[config.mk]
export PLATFORM = sky130hd
export DESIGN_NAME = sync_serial_xcvr
export DESIGN_NICKNAME = d
export VERILOG_FILES = /design/src/rtl/ssp_pkg.sv /design/src/rtl/ssp_regs.sv /design/src/rtl/ssp_sync.sv /design/src/rtl/ssp_clkgen.sv /design/src/rtl/ssp_engine.sv /design/src/rtl/sync_serial_xcvr.sv
export SDC_FILE = /design/constraint.sdc
export NUM_CORES = 1
export LEC_CHECK = 0
export BUFFER_PORTS_ARGS = -buffer_cell sky130_fd_sc_hd__buf_4
export CAP_MARGIN = 10
export CORE_MARGIN = 5
export CORE_UTILIZATION = 51
export DETAILED_ROUTE_END_ITERATION = 8
export PLACE_DENSITY_LB_ADDON = 0.2
export SYNTH_ARGS = -nofsm -noshare
export SYNTH_HDL_FRONTEND = slang
export SYNTH_SLANG_ARGS = --single-unit
[constraint.sdc]
create_clock -name clk -period 6.1 [get_ports clk]
set_input_delay 0.61 -clock clk [delete_from_list [all_inputs] [get_ports clk]]
set_output_delay 0.61 -clock clk [all_outputs]
set_load 0.05 [all_outputs]
[src/rtl/ssp_pkg.sv]
package ssp_pkg;
  localparam int unsigned DW = 8;
  localparam int unsigned LW = $clog2(DW);

  localparam logic [1:0] ADDR_CFG  = 2'd0;
  localparam logic [1:0] ADDR_TX   = 2'd1;
  localparam logic [1:0] ADDR_RX   = 2'd2;
  localparam logic [1:0] ADDR_STAT = 2'd3;

  // Setup register fields, packed from bit 6 down to bit 0
  typedef struct packed {
    logic          start_lvl;  // 0: clock high qualifies, 1: clock low
    logic          start_en;
    logic          master;
    logic          msb_first;
    logic [LW-1:0] len;        // bits per transfer minus one
  } cfg_t;
endpackage

[src/rtl/ssp_regs.sv]
module ssp_regs
  import ssp_pkg::*;
(
  input  logic          clk,
  input  logic          rst,
  input  logic          wr,
  input  logic          rd,
  input  logic [1:0]    addr,
  input  logic [DW-1:0] wdata,
  input  logic          busy,
  input  logic          done,
  input  logic [DW-1:0] rx_word,
  input  logic          start_det,
  output cfg_t          cfg,
  output logic [DW-1:0] tx_data,
  output logic          tx_valid,
  output logic          tx_arm,
  output logic [DW-1:0] rdata
);
  localparam logic [DW-1:0] CFG_RST = DW'(7);

  logic [DW-1:0] cfg_q;
  logic [DW-1:0] rx_buf;
  logic          rx_full;

  assign cfg    = cfg_t'(cfg_q[$bits(cfg_t)-1:0]);
  assign tx_arm = wr && (addr == ADDR_TX);

  always_ff @(posedge clk) begin
    if (rst) begin
      cfg_q    <= CFG_RST;
      tx_data  <= '0;
      tx_valid <= 1'b0;
      rx_buf   <= '0;
      rx_full  <= 1'b0;
      rdata    <= '0;
    end else begin
      if (wr && addr == ADDR_CFG) cfg_q <= wdata;
      if (start_det || done) tx_valid <= 1'b0;
      if (tx_arm) begin
        tx_data  <= wdata;
        tx_valid <= 1'b1;
      end
      if (rd && addr == ADDR_RX) rx_full <= 1'b0;
      if (done) begin
        rx_buf  <= rx_word;
        rx_full <= 1'b1;
      end
      if (rd) begin
        case (addr)
          ADDR_CFG:  rdata <= cfg_q;
          ADDR_TX:   rdata <= tx_data;
          ADDR_RX:   rdata <= rx_buf;
          default:   rdata <= {{(DW-2){1'b0}}, busy, rx_full};
        endcase
      end
    end
  end

  // ready flag follows completion and read
  a_r5_full_on_done: assert property (@(posedge clk) disable iff (rst)
    done |=> rx_full);
  a_r5_clear_on_read: assert property (@(posedge clk) disable iff (rst)
    (rd && addr == ADDR_RX && !done) |=> !rx_full);
  // holding register takes every completed word
  a_r6_buf_overwrite: assert property (@(posedge clk) disable iff (rst)
    done |=> (rx_buf == $past(rx_word)));
  // setup retained without a write
  a_r2_cfg_hold: assert property (@(posedge clk) disable iff (rst)
    !(wr && addr == ADDR_CFG) |=> $stable(cfg_q));
endmodule

[src/rtl/ssp_sync.sv]
module ssp_sync #(
  parameter int unsigned STAGES = 2
) (
  input  logic clk,
  input  logic rst,
  input  logic sclk_in,
  input  logic sdi,
  input  logic busy,
  input  logic slave,
  input  logic start_en,
  input  logic start_lvl,
  output logic sclk_rise,
  output logic sclk_fall,
  output logic sdi_s,
  output logic start_det
);
  logic [STAGES-1:0] sck_ff;
  logic [STAGES-1:0] sdi_ff;
  logic              sck_s, sck_m, sck_prev, sdi_prev;

  generate
    if (STAGES == 1) begin : g_one
      always_ff @(posedge clk) begin
        if (rst) begin
          sck_ff <= '1;
          sdi_ff <= '1;
        end else begin
          sck_ff <= sclk_in;
          sdi_ff <= sdi;
        end
      end
    end else begin : g_chain
      always_ff @(posedge clk) begin
        if (rst) begin
          sck_ff <= '1;
          sdi_ff <= '1;
        end else begin
          sck_ff <= {sck_ff[STAGES-2:0], sclk_in};
          sdi_ff <= {sdi_ff[STAGES-2:0], sdi};
        end
      end
    end
  endgenerate

  assign sck_s = sck_ff[STAGES-1];
  assign sdi_s = sdi_ff[STAGES-1];
  // outside clock is held at its idle level unless a transfer runs
  assign sck_m = busy ? sck_s : 1'b1;

  always_ff @(posedge clk) begin
    if (rst) begin
      sck_prev <= 1'b1;
      sdi_prev <= 1'b1;
    end else begin
      sck_prev <= sck_m;
      sdi_prev <= sdi_s;
    end
  end

  assign sclk_fall = slave && busy && sck_prev && !sck_m;
  assign sclk_rise = slave && busy && !sck_prev && sck_m;
  assign start_det = slave && start_en && sdi_prev && !sdi_s &&
                     (sck_s == !start_lvl);
endmodule

[src/rtl/ssp_clkgen.sv]
module ssp_clkgen #(
  parameter int unsigned HALF_DIV = 4
) (
  input  logic clk,
  input  logic rst,
  input  logic run,
  output logic sclk_out,
  output logic rise,
  output logic fall
);
  localparam int unsigned CW = (HALF_DIV > 1) ? $clog2(HALF_DIV) : 1;
  localparam logic [CW-1:0] TC = CW'(HALF_DIV - 1);

  logic [CW-1:0] cnt;
  logic          tc;

  assign tc   = run && (cnt == TC);
  assign fall = tc && sclk_out;
  assign rise = tc && !sclk_out;

  always_ff @(posedge clk) begin
    if (rst || !run) begin
      cnt      <= '0;
      sclk_out <= 1'b1;
    end else if (tc) begin
      cnt      <= '0;
      sclk_out <= !sclk_out;
    end else begin
      cnt <= cnt + 1'b1;
    end
  end

  // generated clock idles high
  a_r3_sclk_idle: assert property (@(posedge clk) disable iff (rst)
    !run |=> sclk_out);
endmodule

[src/rtl/ssp_engine.sv]
module ssp_engine
  import ssp_pkg::*;
(
  input  logic          clk,
  input  logic          rst,
  input  cfg_t          cfg,
  input  logic [DW-1:0] tx_data,
  input  logic          tx_valid,
  input  logic          arm,
  input  logic          start_det,
  input  logic          sclk_rise,
  input  logic          sclk_fall,
  input  logic          sdi_s,
  output logic          busy,
  output logic          sdo,
  output logic          done,
  output logic [DW-1:0] rx_word
);
  logic [LW-1:0] cnt;
  logic [LW-1:0] idx;
  logic [DW-1:0] rx_sr;
  logic [DW-1:0] rx_nxt;

  assign idx = cfg.msb_first ? (cfg.len - cnt) : cnt;

  always_comb begin
    rx_nxt = rx_sr;
    if (cfg.msb_first) rx_nxt = {rx_sr[DW-2:0], sdi_s};
    else               rx_nxt[cnt] = sdi_s;
  end

  always_ff @(posedge clk) begin
    if (rst) begin
      busy    <= 1'b0;
      cnt     <= '0;
      rx_sr   <= '0;
      rx_word <= '0;
      sdo     <= 1'b1;
      done    <= 1'b0;
    end else begin
      done <= 1'b0;
      if (!busy) begin
        sdo <= 1'b1;
        if (arm || start_det) begin
          busy  <= 1'b1;
          cnt   <= '0;
          rx_sr <= '0;
        end
      end else if (start_det) begin
        cnt   <= '0;
        rx_sr <= '0;
      end else if (sclk_fall) begin
        sdo <= tx_valid ? tx_data[idx] : 1'b1;
      end else if (sclk_rise) begin
        rx_sr <= rx_nxt;
        if (cnt == cfg.len) begin
          busy    <= 1'b0;
          done    <= 1'b1;
          rx_word <= rx_nxt;
        end else begin
          cnt <= cnt + 1'b1;
        end
      end
    end
  end

  // completion is a lone pulse and closes the transfer
  a_r7_done_pulse: assert property (@(posedge clk) disable iff (rst)
    done |=> !done);
  a_r7_done_idle: assert property (@(posedge clk) disable iff (rst)
    done |-> !busy);
  // transmit line idles high
  a_r12_sdo_idle: assert property (@(posedge clk) disable iff (rst)
    !busy |=> sdo);
endmodule

[src/rtl/sync_serial_xcvr.sv]
module sync_serial_xcvr
  import ssp_pkg::*;
#(
  parameter int unsigned HALF_DIV    = 4,
  parameter int unsigned SYNC_STAGES = 2
) (
  input  logic       clk,
  input  logic       rst,
  input  logic       reg_wr,
  input  logic       reg_rd,
  input  logic [1:0] reg_addr,
  input  logic [7:0] reg_wdata,
  output logic [7:0] reg_rdata,
  output logic       irq_done,
  input  logic       sclk_in,
  output logic       sclk_out,
  input  logic       sdi,
  output logic       sdo
);
  cfg_t          cfg;
  logic [DW-1:0] tx_data, rx_word;
  logic          tx_valid, tx_arm, busy, done, start_det, sdi_s;
  logic          s_rise, s_fall, m_rise, m_fall, rise, fall;

  ssp_regs u_regs (
    .clk, .rst, .wr(reg_wr), .rd(reg_rd), .addr(reg_addr), .wdata(reg_wdata),
    .busy, .done, .rx_word, .start_det, .cfg, .tx_data, .tx_valid, .tx_arm,
    .rdata(reg_rdata)
  );

  ssp_sync #(.STAGES(SYNC_STAGES)) u_sync (
    .clk, .rst, .sclk_in, .sdi, .busy, .slave(!cfg.master),
    .start_en(cfg.start_en), .start_lvl(cfg.start_lvl),
    .sclk_rise(s_rise), .sclk_fall(s_fall), .sdi_s, .start_det
  );

  ssp_clkgen #(.HALF_DIV(HALF_DIV)) u_clkgen (
    .clk, .rst, .run(busy && cfg.master), .sclk_out, .rise(m_rise), .fall(m_fall)
  );

  assign rise = cfg.master ? m_rise : s_rise;
  assign fall = cfg.master ? m_fall : s_fall;

  ssp_engine u_engine (
    .clk, .rst, .cfg, .tx_data, .tx_valid, .arm(tx_arm), .start_det,
    .sclk_rise(rise), .sclk_fall(fall), .sdi_s, .busy, .sdo, .done, .rx_word
  );

  assign irq_done = done;
endmodule

==> metrics, run 1 <==
outcome complete, no violations; Reg2Reg Depth 7; wire per inst 15.4 um; worst-case clock buffer depth 2; PwrDens around 270 mW/mm2; Comb power frac 0.075; Worst slew margin 0.512; syn nets around 320; switching component of the power roughly 230 uW; worst-margin pin slew 0.729 ns; synth top area cells dfxtp_1 (45%), mux2i_1 (13%), nor2_1 (6.4%), mux4_2 (3.1%), a32o_1 (2.4%); RePlAce Congestion between 0.7 and 0.8; gr ovfl total 0; Clock Latency Late Sink about 0.35 ns; cells after synthesis between 200 and 300; Cell Area, Synth a little under 0.003 mm2; Setup TNS 0 ns; fin cells slightly below 400; fmax 0.407 GHz; fraction of registers with async set/reset 0; total power a little under 900 uW; worst hold path class reg2reg; initial core utilization 0.527; Clock Pin Slew Worst Setup and Hold Paths 0.08 ns; Post-synth EDFFs 0; Max VDD drop around 0.00018 V; hold_buf cts 0; Global Route Usage Sum 0.181; flop2flop setup slack 3.65 ns; setup bufs post-CTS 0; Pint 652 uW; H-tree depth 3; final hold vios 0; fraction of layout cells with a size suffix above 1 0.198; Max FO, Critical Path 13; layout net count between 300 and 400; vias in the first global route a little over 2,000; dpl cells approximately 370; Vias between 2,000 and 2,500; n_diodes 0; Layout area overhead 12.7%; final setup fails 0; post-route ant nets 0; hold path start u_sync.sck_ff[0]; Yosys warning count 0; Net Sw Frac 0.259; cell taking the most area after synthesis dfxtp_1; Tcrit/Tclk final 0.402; R2R Path End u_engine.sdo; DRC violations left 0; final instance area 0.00329 mm2; maximum number of pins on one net before global-route repair 56; CP Class reg2reg; clock skew approximately 0.0095 ns; Die Footprint between 0.007 and 0.008 mm2; antenna violations before repair 0; MaxCap Viol Count 0; first-pass GRT wire length slightly above 10 mm; post-synth cell types 45; RSZ-0062 raised after global routing false; Min-Delay Path Depth 1; core area 0.00554 mm2; worst r2r src u_engine.cnt[0]; worst path required time 6.30 ns; 1st-iter DRT viols 93; clock root cell clkbuf_8; vias per inst between 5 and 6; Core Rows 27; Setup crit start kind flip-flop; DP HPWL between 4 and 5 mm; Clk network pwr share 0.422; top cell type's share of synthesized area 0.445; clk sinks 65; post-CTS sizing 0; Leak about 1.3 nW; Area after DPL just over 0.003 mm2; top_reg_cell synth dfxtp_1; Mapped Avg Cell Area roughly 10 um2; CTS tree yes; FF+latch count, synth 65; final-report max-slew violation count 0; Seq/Total Area, Yosys 0.445; Die H around 86 um; Final min period around 2.5 ns; Die X about 86 um; crit path DAT between 2 and 3 ns; hold path endpoint u_sync.sck_ff[1]; Setup crit start u_engine.cnt[0]; Reg power frac 0.503; Inserted Clock Buffers 9; Post-Route WL 6.00 mm; I/O Buffers 26; CP Capture Type flip-flop; I/O pin count 27; drt pass-1 iters 4
-- worst max path at each step --
| stage | end | slack (ns) | cells past startpoint |
|---|---|---|---|
| floorplan | u_engine.sdo | 3.84 | 7 |
| global placement | u_engine.cnt[2] | 3.61 | 5 |
| detailed placement | u_engine.cnt[2] | 3.55 | 5 |
| CTS | u_engine.sdo | 3.62 | 7 |
| global route | u_engine.sdo | 3.36 | 7 |
| finish | u_engine.sdo | 3.65 | 7 |
-- state kept, by name (all words and copies together), names as in the netlist, 2 cells and up --
register / cells
u_regs.cfg_q: 8
u_engine.cnt: 3
u_clkgen.cnt: 2
u_regs.tx_data: 8
u_regs.rdata: 8
u_sync.sck_ff: 2
u_engine.rx_word: 8
u_regs.rx_buf: 8
u_sync.sdi_ff: 2
u_engine.rx_sr: 8
-- per-layer routing --
metal | up-vias | routed length [um] | track usage
li1 | 1083 | - | -
met3 | 11 | 349 | 0.0624
met2 | 43 | 2680 | 0.260
met4 | 0 | 121 | 0.0763
met5 | - | 0 | 0
met1 | 1019 | 2850 | 0.246
-- stage by stage --
stage / setup WS (ns) / util / hold WS (ns)
after global routing: 3.36 / 0.594 / 0.418
final: 3.65 / 0.594 / 0.411
after detailed placement: 3.55 / 0.558 / 0.397
after floorplan: 3.84 / - / 0.389
after CTS: 3.62 / 0.594 / 0.415
after global placement: 3.61 / 0.558 / 0.391
-- synthesized netlist by cell type, types with 2 or more instances --
library cell  number
a211o_1            3
a211oi_1           6
a21oi_1           12
a22oi_1            7
a32o_1             7
and3b_2            2
buf_2              4
clkbuf_1          13
clkbuf_8           3
dfxtp_1           65
ha_1               4
inv_1              5
mux2i_1           39
mux4_2             4
nand2_1           16
nand3_1            2
nand3b_1           5
nor2_1            50
nor2b_1            3
nor3_1             2
nor3b_1            5
o21ai_0            9
or2_2              5
or3_1              2
xnor2_1            4
-- worst max-delay path, cell delays in order (launching register included) --
cell     delay, ns
dfxtp_1       0.54
ha_1          0.21
inv_1         0.05
fa_1          0.43
mux2i_1       0.26
mux4_2        0.54
mux2i_1       0.16
a41oi_1       0.12
-- logic make-up after synthesis --
logic type / count (synthesis) / share of synthesized area
muxes: 43 / 0.164
xor gates and xnor gates: 5 / 0.0150
DFF: 65 / 0.445
adders and majority gates: 5 / 0.0240
and+or+nand+nor: 100 / 0.171
buffers and inverters: 27 / 0.0493
AOI/OAI and AO/OA: 52 / 0.131
-- layout make-up --
type / instances / area [um2]
fill: 476 / 2250
multi-input combinational: 205 / 1480
sequential: 65 / 1300
timing repair buffer: 27 / 203
clock buffer: 9 / 124
tap: 72 / 90.1
clock inverter: 7 / 78.8
inverter: 5 / 18.8
-- power by group through the flow --
stage	logic [mW]	registers (mW)	clock network (mW)
finish	0.0659	0.443	0.371
global route	0.0720	0.444	0.403
CTS	0.0665	0.443	0.382
detailed placement	0.0662	0.452	0
global placement	0.0652	0.452	0
floorplan	0.0408	0.458	0
-- cell usage in the layout (no fill, tap or decap), types with 2 or more instances in the layout --
master and count:
a211o_1 3, a211oi_1 6, a21oi_1 12, a22oi_1 7, a32o_1 7, and3b_2 2
buf_4 27, clkbuf_8 9, clkinv_4 2, clkinvlp_4 3, dfxtp_1 65, ha_1 4
inv_1 5, mux2i_1 39, mux4_2 4, nand2_1 16, nand3_1 2, nand3b_1 5
nor2_1 50, nor2b_1 3, nor3_1 2, nor3b_1 5, o21ai_0 9, or2_2 5
or3_1 2, xnor2_1 4
Note: power is estimated with default switching activity, not from simulation.
==> run 2: changes to the inputs <==
==> constraint.sdc (replaced) <==
create_clock -name clk -period 2 [get_ports clk]
set_input_delay 0.2 -clock clk [delete_from_list [all_inputs] [get_ports clk]]
set_output_delay 0.2 -clock clk [all_outputs]
set_load 0.05 [all_outputs]
==> run 2 against run 1 <==
Net effect:
- the flow now finishes with violations (negative setup slack)
- sequential share of layout area down 1.4 points
- clock power grew to 3.1 times the previous value
- final cell count rose by 3.6%
- global-route usage is 0.57 points lower
- critical path type unchanged
- highest routed layer unchanged
==> metrics, run 2 (same netlist as run 1, synthesis figures left out) <==
highest routed metal layer met4; n_diodes 0; vias in the first global route just over 2,000; Final WS setup -0.172 ns; final hold vios 0; wire per inst ~15 um; clock skew roughly 0.0043 ns; outcome finished, violations left; final setup fails 1; Leak 1.37 nW; fraction of layout cells with a size suffix above 1 0.247; crit path DAT between 2 and 2.5 ns; first-pass GRT wire length 9.96 mm; RSZ-0062 raised after global routing true; Inserted Clock Buffers 9; commonest non-fill, non-tap cells in the layout dfxtp_1 (62), nor2_1 (50), buf_4 (41); RePlAce Congestion approximately 0.83; met3 wire length about 330 um; met2 WL between 2 and 3 mm; vias per inst about 5.4; DRC violations left 0; failing checks negative setup slack; worst-case clock buffer depth 2; Vias between 2,000 and 2,500; commonest non-fill, non-tap cell in the layout dfxtp_1; worst path required time about 2.2 ns; initial core utilization 0.527; PwrDens about 790 mW/mm2; Global Route Usage Sum 0.175; Layout area overhead 17.1%; I/O pin count 27; CP Capture Type flip-flop; Worst slew margin 0.623; H-tree depth 3; Die H ~86 um; Max FO, Critical Path 2; CP Class reg2reg; Clock Latency Late Sink around 0.34 ns; I/O Buffers 26; M1 WL ~2.8 mm; drt pass-1 iters 4; fmax between 0.4 and 0.5 GHz; total power approximately 2.7 mW; core area ~0.0055 mm2; Setup crit start kind flip-flop; Clock Pin Slew Worst Setup and Hold Paths 0.06 ns; Die Footprint about 0.0073 mm2; Max VDD drop around 0.00045 V; DP HPWL ~4.2 mm; Final min period around 2.2 ns; MaxCap Viol Count 0; layout net count 348; 1st-iter DRT viols 115; post-route ant nets 0; CTS tree yes; setup bufs post-CTS 0; Core Rows 27; clk sinks between 60 and 70; gr ovfl total 0; pre-CTS WS -0.256 ns; worst-margin pin slew between 0.5 and 0.6 ns; Post-Route WL roughly 5.9 mm; final-report max-slew violation count 0; Die X ~86 um; worst hold path class in2reg; maximum number of pins on one net before global-route repair 30; antenna violations before repair 0; clock root cell clkbuf_8; Tcrit/Tclk final 1.09
run 2: cell types whose count changed in the layout (fill, tap and decap cells not counted), sizes merged:
cell / previous run / this run
clkinvlp: 3 / 0
clkinv: 2 / 1
buf: 27 / 41
inv: 6 / 5
clkbuf: 9 / 14
run 2: timing repair:
action | CTS | global route
endpoints found under the setup margin | 1 | 1
hold buffers | 0 | 0
pin swaps | 2 | 1
resized for setup | 5 | 0
run 2: routing by layer:
metal,vias up,global-route usage
met5,-,0
met4,0,0.0604
li1,1110,-
met2,46,0.266
met3,7,0.0644
met1,1010,0.230
run 2: critical path, stage by stage (launching register included):
cell,delay [ns]
dfxtp_2,0.32
inv_2,0.06
ha_4,0.12
inv_2,0.03
fa_1,0.44
mux2i_2,0.23
mux4_2,0.53
mux2i_1,0.19
a41oi_1,0.12
run 2: cell type report:
cell class / instances / area (um2)
sequential: 65 / 1310
inverter: 5 / 18.8
fill: 496 / 2120
multi-input combinational: 205 / 1490
clock buffer: 14 / 173
timing repair buffer: 41 / 308
tap: 72 / 90.1
clock inverter: 2 / 35.0
run 2: per-stage QoR:
stage | utilization | hold WS, ns | setup TNS (ns) | cell area [um2] | cells
after floorplan | - | 0.304 | -0.0818 | 2940 | 297
after global placement | 0.577 | 0.387 | -0.159 | 3200 | 388
after detailed placement | 0.577 | 0.389 | -0.256 | 3200 | 388
after CTS | 0.618 | 0.0222 | -0.175 | 3420 | 404
after global routing | 0.618 | 0.0253 | -0.278 | 3420 | 404
final | 0.618 | 0.0430 | -0.172 | 3420 | 404
run 2: path summary, 6_finish.rpt:
check / start / end / slack, ns / cells past startpoint
worst max-delay path: u_regs.cfg_q[0] / u_engine.sdo / -0.17 / 8
worst min-delay path: sdi / u_sync.sdi_ff[0] / 0.04 / 2
worst max register to register: u_regs.cfg_q[0] / u_engine.sdo / -0.17 / 8
worst min register to register: u_sync.sck_ff[0] / u_sync.sck_ff[1] / 0.41 / 1
run 2: where the power goes:
group | internal, mW | switching (mW)
registers | 1.32 | 0.0225
logic | 0.0947 | 0.126
clock network | 0.677 | 0.461
total | 2.09 | 0.610
==> run 3: changes to the inputs <==
--- a/config.mk
+++ b/config.mk
@@ -8,7 +8,7 @@
 export BUFFER_PORTS_ARGS = -buffer_cell sky130_fd_sc_hd__buf_4
 export CAP_MARGIN = 10
 export CORE_MARGIN = 5
-export CORE_UTILIZATION = 51
+export CORE_UTILIZATION = 53
 export DETAILED_ROUTE_END_ITERATION = 8
 export PLACE_DENSITY_LB_ADDON = 0.2
 export SYNTH_ARGS = -nofsm -noshare
==> run 3 against run 2 <==
Net effect:
- the flow still finishes with violations (negative setup slack)
- utilization up 0.55 points
- sequential power about the same
- clock-buffer cell count shrank 1
- clock power down 14%
- hold slack better by 0.0026 ns
- final area decreased by 0.95%
- register-to-register slack better by 0.05 ns
- critical path depth stayed put
- routed wire length is 2.9% higher
- total power down 5.9%
- die area decreased by 3.3%
- final cell count decreased by 0.25%
==> metrics, run 3 (same netlist as run 1, synthesis figures left out) <==
final-report max-slew violation count 0; worst hold path class in2reg; failing checks negative setup slack; core area ~0.0054 mm2; Worst slew margin 0.600; vias in the first global route 2,135; DRC violations left 0; Final WS setup -0.121 ns; worst-case clock buffer depth 2; worst-margin pin slew between 0.5 and 0.6 ns; Clock Pin Slew Worst Setup and Hold Paths roughly 0.070 ns; Die X ~84 um; PwrDens 751 mW/mm2; Leak between 1 and 1.5 nW; layout net count about 350; commonest non-fill, non-tap cell in the layout dfxtp_1; MaxCap Viol Count 0; final setup fails 1; n_diodes 0; Layout area overhead 16.0%; RePlAce Congestion 0.794; fraction of layout cells with a size suffix above 1 0.245; clock skew 0.00656 ns; worst r2r src u_regs.cfg_q[0]; final hold vios 0; antenna violations before repair 0; Die H roughly 84 um; Global Route Usage Sum 0.186; Tcrit/Tclk final 1.06; Core Rows 27; drt pass-1 iters 4; Max FO, Critical Path 2; Post-Route WL between 6 and 7 mm; fmax approximately 0.47 GHz; first-pass GRT wire length ~10 mm; clk sinks 65; initial core utilization 0.537; hold path start sdi; Multi-input gate area around 0.0015 mm2; Setup crit start u_regs.cfg_q[0]; final instance area roughly 0.0034 mm2; Fill cells between 400 and 500; vias per inst roughly 5.5; worst path required time about 2.2 ns; worst hold slack ~0.046 ns; Area after DPL 0.00318 mm2; I/O pin count 27; wire per inst 15.1 um; Vias around 2,200; Die Footprint ~0.007 mm2; RSZ-0062 raised after global routing true; commonest non-fill, non-tap cells in the layout dfxtp_1 (62), nor2_1 (50), buf_4 (40); gr ovfl total 0; H-tree depth 3; CTS tree yes; DP HPWL roughly 4.4 mm; Register Area roughly 0.0013 mm2; CP Capture Type flip-flop; Clock Latency Late Sink roughly 0.33 ns; I/O Buffers 26; Inserted Clock Buffers 9; maximum number of pins on one net before global-route repair 33; Final min period between 2 and 2.5 ns; Setup crit start kind flip-flop; clock root cell clkbuf_8; CP Class reg2reg; 1st-iter DRT viols 114; total power approximately 2.5 mW; crit path DAT 2.33 ns; outcome finished, violations left; post-route ant nets 0; Max VDD drop 0.000475 V; Final Core Density 0.623
-- run 3: cell count changes in the layout (fill, tap and decap cells not counted) --
| cell | before | now |
|---|---|---|
| mux2i_4 | 0 | 1 |
| clkbuf_8 | 12 | 11 |
| buf_4 | 41 | 40 |
| clkinv_2 | 1 | 3 |
| bufinv_16 | 1 | 0 |
| mux2i_2 | 1 | 0 |
-- run 3: what timing repair did --
item	in CTS	in global routing
pin swaps	2	2
setup buffers	1	0
hold buffers	0	0
setup endpoints to repair	1	1
gates resized for setup	5	1
hold endpoints to repair	0	0
-- run 3: metal layers --
layer  up-vias  global-route usage  part of all wire
met2        48               0.296              0.49
met4         0              0.0424             0.012
li1       1113                   -                 -
met3         9              0.0785             0.048
met1      1063               0.234              0.45
met5         -                   0                 0
-- run 3: area by class of cell --
class                   instances  area share
multi-input cells             205       0.443
inverters                       5     0.00554
clock buffers                  13      0.0469
flip-flops and latches         65       0.385
well taps                      72      0.0266
repair buffers                 40      0.0886
clock inverters                 3     0.00443
-- run 3: report_power, final --
part	total (mW)	internal [mW]	switching (mW)
Clock	0.977	0.512	0.465
Combinational	0.220	0.0950	0.125
Sequential	1.35	1.32	0.0242
-- run 3: worst max-delay path, cell delays in order (launching register included) --
cell and delay [ns]:
dfxtp_2 0.32, inv_2 0.07, ha_4 0.12, inv_2 0.03
fa_1 0.49, mux2i_4 0.19, mux4_2 0.52, mux2i_1 0.16
a41oi_1 0.11
-- run 3: stage by stage --
step	TNS (ns)	setup slack, ns	cells
2_1_floorplan	-0.0818	-0.0818	297
3_3_place_gp	-0.173	-0.173	386
3_5_place_dp	-0.299	-0.299	386
4_1_cts	-0.174	-0.174	403
5_1_grt	-0.218	-0.218	403
6_report	-0.121	-0.121	403
-- run 3: worst paths after layout --
path	endpoint	slack, ns	cells past startpoint
max	u_engine.sdo	-0.12	8
min	u_sync.sdi_ff[0]	0.05	2
max reg2reg	u_engine.sdo	-0.12	8
min reg2reg	u_sync.sck_ff[1]	0.41	1
